[src/rtl/ptmr_pkg.sv]
package ptmr_pkg;
  typedef enum logic [1:0] {
    MODE_OFF     = 2'd0,
    MODE_TIMER   = 2'd1,
    MODE_PWM     = 2'd2,
    MODE_CAPTURE = 2'd3
  } tmr_mode_e;

  localparam int unsigned ADDR_CTRL   = 0;
  localparam int unsigned ADDR_RISE   = 1;
  localparam int unsigned ADDR_FALL   = 2;
  localparam int unsigned ADDR_STATUS = 3;
  localparam int unsigned ADDR_COUNT  = 4;
endpackage

[src/rtl/ptmr_prescaler.sv]
module ptmr_prescaler #(
  parameter int PRE_W = 5
) (
  input  logic             clk,
  input  logic             rst,
  input  logic             clr,
  input  logic [PRE_W-1:0] shift,
  output logic             tick
);
  localparam int DIV_W = (1 << PRE_W) - 1;

  logic [DIV_W-1:0] div_q;
  logic [DIV_W-1:0] mask;

  // all-ones mask of width shift; shift = 0 gives an empty mask, so every clock ticks
  assign mask = (DIV_W'(1) << shift) - DIV_W'(1);
  assign tick = ((div_q & mask) == mask);

  always_ff @(posedge clk) begin
    if (rst || clr) div_q <= '0;
    else            div_q <= div_q + DIV_W'(1);
  end

  // a divided tick never repeats on the next clock
  assert_tick_spacing_R2: assert property (@(posedge clk) disable iff (rst)
    (tick && (shift != '0) && !clr) |=> !tick);
endmodule

[src/rtl/ptmr_sync.sv]
module ptmr_sync #(
  parameter int STAGES = 2
) (
  input  logic clk,
  input  logic rst,
  input  logic d,
  output logic q,
  output logic rise,
  output logic fall
);
  logic [STAGES-1:0] chain;
  logic              prev;

  always_ff @(posedge clk) begin
    if (rst) chain[0] <= 1'b0;
    else     chain[0] <= d;
  end

  genvar i;
  generate
    for (i = 1; i < STAGES; i++) begin : g_stage
      always_ff @(posedge clk) begin
        if (rst) chain[i] <= 1'b0;
        else     chain[i] <= chain[i-1];
      end
    end
  endgenerate

  always_ff @(posedge clk) begin
    if (rst) prev <= 1'b0;
    else     prev <= chain[STAGES-1];
  end

  assign q    = chain[STAGES-1];
  assign rise = q & ~prev;
  assign fall = ~q & prev;
endmodule

[src/rtl/ptmr_counter.sv]
module ptmr_counter #(
  parameter int CNT_W = 16
) (
  input  logic             clk,
  input  logic             rst,
  input  logic             clr,
  input  logic             adv,
  input  logic             wrap_en,
  input  logic [CNT_W-1:0] limit,
  output logic [CNT_W-1:0] cnt
);
  always_ff @(posedge clk) begin
    if (rst || clr)                  cnt <= '0;
    else if (adv) begin
      if (wrap_en && (cnt == limit)) cnt <= '0;
      else                           cnt <= cnt + CNT_W'(1);
    end
  end

  // with no advance the count holds
  assert_hold_when_idle_R3: assert property (@(posedge clk) disable iff (rst)
    (!clr && !adv) |=> $stable(cnt));
  // a restart leaves the count at zero
  assert_restart_zero_R10: assert property (@(posedge clk) disable iff (rst)
    clr |=> (cnt == '0));
  // an advance at the limit wraps to zero
  assert_wrap_at_limit_R4: assert property (@(posedge clk) disable iff (rst)
    (adv && wrap_en && !clr && (cnt == limit)) |=> (cnt == '0));
endmodule

[src/rtl/pwm_capture_timer.sv]
module pwm_capture_timer
  import ptmr_pkg::*;
#(
  parameter int CNT_W       = 16,
  parameter int PRE_W       = 5,
  parameter int ADDR_W      = 3,
  parameter int SYNC_STAGES = 2
) (
  input  logic              clk,
  input  logic              rst,
  input  logic              wr_en,
  input  logic [ADDR_W-1:0] wr_addr,
  input  logic [CNT_W-1:0]  wr_data,
  input  logic [ADDR_W-1:0] rd_addr,
  output logic [CNT_W-1:0]  rd_data,
  input  logic              gate_in,
  input  logic              cap_in,
  output logic              pwm_out,
  output logic              irq
);
  localparam int GATE_BIT = 2;
  localparam int PRE_LSB  = 3;
  localparam int IER_BIT  = PRE_LSB + PRE_W;
  localparam int IEF_BIT  = IER_BIT + 1;

  tmr_mode_e        mode_q;
  logic             gate_en_q;
  logic [PRE_W-1:0] pre_q;
  logic             ie_rise_q, ie_fall_q;
  logic [CNT_W-1:0] rise_q, fall_q;
  logic             st_rise_q, st_fall_q;
  logic             arm_rise_q, arm_fall_q;
  logic             pwm_q, irq_q;
  logic [CNT_W-1:0] rd_q;

  logic             ctrl_wr, rise_wr, fall_wr, stat_wr;
  logic             tick, gate_s, cap_s, cap_rise, cap_fall;
  logic             adv, cmp_mode, rise_hit, fall_hit, cap_r_ev, cap_f_ev;
  logic [CNT_W-1:0] cnt;
  logic [CNT_W-1:0] ctrl_view;

  assign ctrl_wr = wr_en && (wr_addr == ADDR_W'(ADDR_CTRL));
  assign rise_wr = wr_en && (wr_addr == ADDR_W'(ADDR_RISE));
  assign fall_wr = wr_en && (wr_addr == ADDR_W'(ADDR_FALL));
  assign stat_wr = wr_en && (wr_addr == ADDR_W'(ADDR_STATUS));

  ptmr_prescaler #(.PRE_W(PRE_W)) u_pre (
    .clk(clk), .rst(rst), .clr(ctrl_wr), .shift(pre_q), .tick(tick)
  );

  ptmr_sync #(.STAGES(SYNC_STAGES)) u_gate_sync (
    .clk(clk), .rst(rst), .d(gate_in), .q(gate_s), .rise(), .fall()
  );

  ptmr_sync #(.STAGES(SYNC_STAGES)) u_cap_sync (
    .clk(clk), .rst(rst), .d(cap_in), .q(cap_s), .rise(cap_rise), .fall(cap_fall)
  );

  assign cmp_mode = (mode_q == MODE_TIMER) || (mode_q == MODE_PWM);
  assign adv      = tick && (mode_q != MODE_OFF) && !(gate_en_q && gate_s);
  assign rise_hit = adv && cmp_mode && !ctrl_wr && (cnt == rise_q);
  assign fall_hit = adv && cmp_mode && !ctrl_wr && (cnt == fall_q);
  assign cap_r_ev = (mode_q == MODE_CAPTURE) && arm_rise_q && cap_rise && !ctrl_wr;
  assign cap_f_ev = (mode_q == MODE_CAPTURE) && arm_fall_q && cap_fall && !ctrl_wr;

  ptmr_counter #(.CNT_W(CNT_W)) u_cnt (
    .clk(clk), .rst(rst), .clr(ctrl_wr), .adv(adv),
    .wrap_en(cmp_mode), .limit(fall_q), .cnt(cnt)
  );

  // control register
  always_ff @(posedge clk) begin
    if (rst) begin
      mode_q    <= MODE_OFF;
      gate_en_q <= 1'b0;
      pre_q     <= '0;
      ie_rise_q <= 1'b0;
      ie_fall_q <= 1'b0;
    end else if (ctrl_wr) begin
      mode_q    <= tmr_mode_e'(wr_data[1:0]);
      gate_en_q <= wr_data[GATE_BIT];
      pre_q     <= wr_data[PRE_LSB +: PRE_W];
      ie_rise_q <= wr_data[IER_BIT];
      ie_fall_q <= wr_data[IEF_BIT];
    end
  end

  // compare / capture registers; a capture wins over a software write
  always_ff @(posedge clk) begin
    if (rst) begin
      rise_q <= '0;
      fall_q <= '0;
    end else begin
      if (cap_r_ev)     rise_q <= cnt;
      else if (rise_wr) rise_q <= wr_data;
      if (cap_f_ev)     fall_q <= cnt;
      else if (fall_wr) fall_q <= wr_data;
    end
  end

  // capture arming: set by a control write into capture mode, spent by the first edge
  always_ff @(posedge clk) begin
    if (rst) begin
      arm_rise_q <= 1'b0;
      arm_fall_q <= 1'b0;
    end else if (ctrl_wr) begin
      arm_rise_q <= (wr_data[1:0] == MODE_CAPTURE);
      arm_fall_q <= (wr_data[1:0] == MODE_CAPTURE);
    end else begin
      if (cap_r_ev) arm_rise_q <= 1'b0;
      if (cap_f_ev) arm_fall_q <= 1'b0;
    end
  end

  // sticky status, write 1 to clear; a new event wins over a clear
  always_ff @(posedge clk) begin
    if (rst) begin
      st_rise_q <= 1'b0;
      st_fall_q <= 1'b0;
    end else begin
      if (rise_hit || cap_r_ev)     st_rise_q <= 1'b1;
      else if (stat_wr && wr_data[0]) st_rise_q <= 1'b0;
      if (fall_hit || cap_f_ev)     st_fall_q <= 1'b1;
      else if (stat_wr && wr_data[1]) st_fall_q <= 1'b0;
    end
  end

  // PWM output and interrupt
  always_ff @(posedge clk) begin
    if (rst || ctrl_wr)                     pwm_q <= 1'b0;
    else if (mode_q == MODE_PWM && fall_hit) pwm_q <= 1'b0;
    else if (mode_q == MODE_PWM && rise_hit) pwm_q <= 1'b1;
  end

  always_ff @(posedge clk) begin
    if (rst) irq_q <= 1'b0;
    else     irq_q <= (st_rise_q && ie_rise_q) || (st_fall_q && ie_fall_q);
  end

  // read port
  always_comb begin
    ctrl_view                     = '0;
    ctrl_view[1:0]                = mode_q;
    ctrl_view[GATE_BIT]           = gate_en_q;
    ctrl_view[PRE_LSB +: PRE_W]   = pre_q;
    ctrl_view[IER_BIT]            = ie_rise_q;
    ctrl_view[IEF_BIT]            = ie_fall_q;
  end

  always_ff @(posedge clk) begin
    if (rst) rd_q <= '0;
    else begin
      case (rd_addr)
        ADDR_W'(ADDR_CTRL):   rd_q <= ctrl_view;
        ADDR_W'(ADDR_RISE):   rd_q <= rise_q;
        ADDR_W'(ADDR_FALL):   rd_q <= fall_q;
        ADDR_W'(ADDR_STATUS): rd_q <= {{(CNT_W-2){1'b0}}, st_fall_q, st_rise_q};
        ADDR_W'(ADDR_COUNT):  rd_q <= cnt;
        default:              rd_q <= '0;
      endcase
    end
  end

  assign rd_data = rd_q;
  assign pwm_out = pwm_q;
  assign irq     = irq_q;

  // the output stays low whenever PWM mode is not selected
  assert_pwm_quiet_R6: assert property (@(posedge clk) disable iff (rst)
    (mode_q != MODE_PWM) |-> !pwm_out);
  // once spent, the rise capture cannot change without a software action
  assert_capture_once_R7: assert property (@(posedge clk) disable iff (rst)
    ((mode_q == MODE_CAPTURE) && !arm_rise_q && !ctrl_wr && !rise_wr) |=> $stable(rise_q));
endmodule

[config.mk]
export PLATFORM = sky130hd
export DESIGN_NAME = pwm_capture_timer
export DESIGN_NICKNAME = d
export VERILOG_FILES = /design/src/rtl/ptmr_pkg.sv /design/src/rtl/ptmr_prescaler.sv /design/src/rtl/ptmr_sync.sv /design/src/rtl/ptmr_counter.sv /design/src/rtl/pwm_capture_timer.sv
export SDC_FILE = /design/constraint.sdc
export NUM_CORES = 1
export LEC_CHECK = 0
export ABC_AREA = 1
export BUFFER_PORTS_ARGS = -buffer_cell sky130_fd_sc_hd__buf_2
export CORE_MARGIN = 2
export CORE_UTILIZATION = 55
export CTS_CLUSTER_DIAMETER = 150
export DETAILED_ROUTE_END_ITERATION = 7
export GPL_TIMING_DRIVEN = 0
export PLACE_DENSITY = 0.71
export RECOVER_POWER = 50
export SETUP_SLACK_MARGIN = 0.15
export SLEW_MARGIN = 20
export SYNTH_ARGS = -nofsm -noshare
export SYNTH_HDL_FRONTEND = slang
export SYNTH_HIERARCHICAL = 1
export SYNTH_SLANG_ARGS = --single-unit
[constraint.sdc]
create_clock -name clk -period 4.7 [get_ports clk]
set_clock_uncertainty 0.1 [all_clocks]
set_input_delay 0.47 -clock clk [delete_from_list [all_inputs] [get_ports clk]]
set_output_delay 0.47 -clock clk [all_outputs]
set_load 0.01 [all_outputs]
## After elaboration in Yosys (flattened, before gate mapping)

Index checks and enable logic that the tools add are counted.

- Word-level logic and storage cells: 99
- Register bits: 116
- Bits of input ports: 27

- Multiplexer cells: 14
- Shift operators: 1
- Reductions and logical operators: 41
- Add/subtract/negate cells: 3
- Eq/ne operators: 14
- Bitwise operators: 5

Operator list:

| kind | count |
|---|---|
| $mux W16 | 5 |
| $pmux W16 S5 | 1 |
| $eq A16 B16 Y1 | 2 |
| $add A31 B1 Y31 const B | 1 |
| $and A31 B31 Y31 | 1 |
| $eq A31 B31 Y1 | 1 |
| $shl A1 B5 Y31 const A | 1 |
| $sub A31 B2 Y31 const B | 1 |
| $logic_and A1 B1 Y1 | 24 |
| $add A16 B1 Y16 const B | 1 |
| $reduce_bool A2 Y1 | 7 |
| $eq A3 B2 Y1 const B | 4 |
| $mux W1 | 8 |
| $eq A2 B2 Y1 const B | 3 |
| $eq A3 B1 Y1 const B | 2 |
| $logic_not A3 Y1 | 2 |
| $logic_or A1 B1 Y1 | 5 |
| $eq A3 B3 Y1 const B | 1 |
| $and A1 B1 Y1 | 2 |
| $eq A2 B1 Y1 const B | 1 |
| $logic_not A1 Y1 | 2 |
| $not A1 Y1 | 2 |
| $reduce_or A2 Y1 | 1 |

## Longest topological paths before layout

- Depth in word-level cells: 11
- Depth in mapped cells: 29
- Depth with buffers taken out: 27

## Modules after synthesis

Netlist, hierarchy kept.

Modules (own cells, without submodules):

| module | sequential area each (um2) | area each (um2) | cells an instance | times used |
|---|---|---|---|---|
| pwm_capture_timer | 1281.2 | 3372.0 | 492 | 1 |
| ptmr_prescaler | 620.6 | 2613.8 | 442 | 1 |
| ptmr_counter | 320.3 | 1076.0 | 185 | 1 |
| ptmr_sync | 60.1 | 93.8 | 12 | 2 |

## Worst setup path before layout

Ideal clock, no wire load.

- Path type: register to register
- Start: register pre_q[2]
- End: register u_cnt.cnt[1]
- Arrival: 3.047 ns
- Slack: 1.436 ns
- Period minus slack after synthesis: 3.264 ns
- Required time: 4.483 ns
- Stages on the path, launching flop included: 29
- Path buffers: 2
- Cell sequence: dfxtp_1 -> inv_2 -> buf_6 -> nand2_1 -> inv_1 -> nand2_1 -> ha_1 -> nand3_2 -> nor2_4 -> nand2_4 -> nor2_4 -> nand2_2 -> nand3_2 -> nand2_1 -> nor2_1 -> nand2_1 -> nor3_2 -> nand2_1 -> nor2_1 -> nand2_1 -> inv_1 -> nand2_1 -> nor2_1 -> nand2_1 -> nor2_1 -> nand3_1 -> nand2_2 -> buf_6 -> nor2_1

- Word-level cells in the longest chain between the ends: 6

Ends and longest elaborated chain:

| what | RTL line | RTL |
|---|---|---|
| start: declaration | pwm_capture_timer.sv:28 | `logic [PRE_W-1:0] pre_q;` |
| start signal: assignment | pwm_capture_timer.sv:82 | `pre_q <= wr_data[PRE_LSB +: PRE_W];` |
| $shl A1 B5 Y31 (*) | ptmr_prescaler.sv:16 | `assign mask = (DIV_W'(1) << shift) - DIV_W'(1);` |
| $sub A31 B2 Y31 (*) | ptmr_prescaler.sv:16 |  |
| $and A31 B31 Y31 | ptmr_prescaler.sv:17 | `assign tick = ((div_q & mask) == mask);` |
| $eq A31 B31 Y1 (*) | ptmr_prescaler.sv:17 |  |
| named net tick | pwm_capture_timer.sv:37 | `logic tick, gate_s, cap_s, cap_rise, cap_fall;` |
| $logic_and A1 B1 Y1 (*) (2 in a row) | pwm_capture_timer.sv:60 | `assign adv = tick && (mode_q != MODE_OFF) && !(gate_en_q && gate_s);` |
| named net adv | pwm_capture_timer.sv:38 | `logic adv, cmp_mode, rise_hit, fall_hit, cap_r_ev, cap_f_ev;` |
| end signal: assignment | ptmr_counter.sv:16 | `else cnt <= cnt + CNT_W'(1);` |
| end: declaration | ptmr_counter.sv:10 | `output logic [CNT_W-1:0] cnt` |

Mark *: on every way through the listed nets, which the timed path passes. The rest lies on a longest branch.
A chain may end at the register's enable or synchronous reset.

## Final worst setup path

- Start: register pre_q[2]
- End: register u_cnt.cnt[10]

Same word-level chain as after synthesis.

==> results.md <==
- Status: completed
- YS warnings: 6
- Die area: 0.01404 mm²
- Top-level I/O count: 45
- Syn nets: 1,170
- Total number of vias: 7,567
- Period minus WS final: 4.147 ns
- Slew @ Worst Pin: 0.6609 ns
- Vias in the first global route: 6,968
- Crit path kind: flip-flop to flip-flop
- Worst-path maximum fanout: 10
- DPL Wire Length: 16,410 µm
- Die Ht: 118.5 µm
- Most frequent cell on the critical path: nand2_1
- Pre-antenna DRT Iters: 6
- Area after DPL: 0.007646 mm²
- Min Hold Slack: 0.1555 ns
- FILL cells: 1,256
- Family with the most delay on the worst path: simple AND/OR/NAND/NOR gates
- Share of cells above drive strength 1: 0.1063
- Total power: 2549 µW
- Synth Cell Area: 0.007211 mm²
- Initial antenna violation count: 0
- MaxCap Viol Count: 0
- Finish-stage setup viols: 0
- Min-Delay Path Class: primary input to flip-flop
- CP max stage cell: dfxtp_1
- Global-route wire length before repair: 35,040 µm
- Worst VDD drop: 0.2957 mV
- Total CTS buffers: 17
- Clock-pin slew on the worst setup and hold paths: 0.05 ns
- Iteration-0 DRC Markers: 716
- Clock latency on the worst-skew pair: 0.42 ns
- Synthesized area per cell: 6.342 µm²
- Antenna Cells: 0
- Syn Inst Count: 1,137
- WL/cell: 15.95 µm
- CP Capture Type: flip-flop
- Worst Path Arrival: 4.36 ns
- GP Congestion: 0.9516
- Antenna Nets Post-Route: 0
- Worst path max stage delay: 0.46 ns
- Max Freq: 241.2 MHz
- Leakage: 0.003546 µW
- Rel. slew slack: 0.5578
- Row count: 41
- Final Cell Area: 0.008152 mm²
- Power density over the cells: 312.7 mW/mm²
- Critical Path Source Type: flip-flop
- Slew Limit Fails: 0
- CTS max path bufs: 2
- Total track usage: 0.3205
- Die W: 118.5 µm
- Remaining DRCs: 0
- Buffers on Ports: 44
- Synthesis-to-finish area growth: 13.05%
- Setup TNS: 0 ns
- Drt total wl: 22,090 µm
- CTS Root Cell: clkbuf_16
- CP bufs+invs: 5
- CORE AREA: 0.01272 mm²
- Final Cycle Share: 0.8822
- Final hold violation count: 0
- Initial cell density of the core: 0.5668
- RSZ-0062 raised after global routing: false
- Clock Sinks: 116
- H-tree levels: 4
- Post-layout net count: 1,233
- GR Overflow Total: 0
- CTS tree: yes
- Vias per cell: 5.464
- Largest net degree at the start of global routing: 17
- CP Data Required Time: 4.91 ns
## flip-flops by register name (all words and copies together) (netlist names), 2 cells and up
| signal | flops |
|---|---|
| u_pre/div_q | 31 |
| rd_data | 16 |
| fall_q | 16 |
| rise_q | 16 |
| pre_q | 5 |
| u_cnt/cnt | 16 |
| mode_q | 2 |
## final timing paths
kind                                        start                               to  slack, ns  depth (start not counted)
setup / recovery            pre_q[2]$_SDFFE_PP0P_       u_cnt/cnt[10]$_SDFFE_PP0P_       0.55                         28
hold / removal                            gate_in  u_gate_sync/chain[0]$_SDFF_PP0_       0.16                          3
setup reg to reg            pre_q[2]$_SDFFE_PP0P_       u_cnt/cnt[10]$_SDFFE_PP0P_       0.55                         28
hold reg to reg   u_gate_sync/chain[0]$_SDFF_PP0_         u_gate_sync/q$_SDFF_PP0_       0.32                          2
## metrics by stage
stage	utilization	setup WS (ns)	std cells
global route	0.6407	0.2411	1385
detailed placement	0.6010	0.4587	1353
CTS	0.6459	0.4544	1385
floorplan	-	1.436	1137
finish	0.6407	0.5534	1385
global placement	0.6010	0.4383	1353
## report_power, final
part | leakage (µW) | switching (µW) | internal, µW
Clock | 0.000283 | 458 | 801
Combinational | 0.00232 | 166 | 89.6
Sequential | 0.000941 | 25.6 | 1010
Total | 0.00355 | 650 | 1900
## final cells by class
cell class | count | area [µm²] | share of cell area
multi-input cells | 826 | 4029 | 0.4942
flip-flops and latches | 116 | 2322 | 0.2849
plain buffers | 32 | 205.2 | 0.02517
repair buffers | 44 | 196.4 | 0.02410
clock buffers | 22 | 464.2 | 0.05695
clock inverters | 10 | 106.4 | 0.01305
well taps | 172 | 215.2 | 0.02640
inverters | 163 | 613.1 | 0.07521
## metal layers
layer  GRT usage  vias up  part of all wire
li1            -     3795                 -
met1      0.3719     3380              0.41
met2      0.5491      315              0.48
met3     0.05888       77             0.057
met4      0.1897        0             0.054
met5           0        -                 0
## worst register-to-register path: cells and delay by family (launching register included)
kind          cells  cell delay (ns)
flops             1             0.46
simple gates     22             2.58
fa+ha+maj         1             0.29
buf+inv           5             0.63
## cell usage in the layout, fill, tap and decap left out, types with 3 or more instances in the layout
master     instances
a211oi_1           7
a21oi_1           38
a31oi_1           32
a41oi_1            3
buf_2             30
buf_4              9
buf_6              6
clkbuf_1          34
clkbuf_16         17
clkinv_2           6
dfxtp_1          116
ha_1               6
inv_1            152
inv_2              9
nand2_1          323
nand2_2            4
nand3_1           61
nand3_2            9
nand4_1           23
nor2_1           148
nor2_2            15
nor2_4             5
nor3_1            21
nor3_2             3
o21ai_0           54
o21ai_1            7
o221ai_1           5
o22ai_1           11
xnor2_1           18
xor2_1            12
## timing repair
item                                    4_1_cts  5_1_grt
endpoints found under the setup margin        0       10
buffers inserted                              0        0
resized for setup                             0        1
hold buffers                                  0        0
Power figures use the tool's default switching activity.
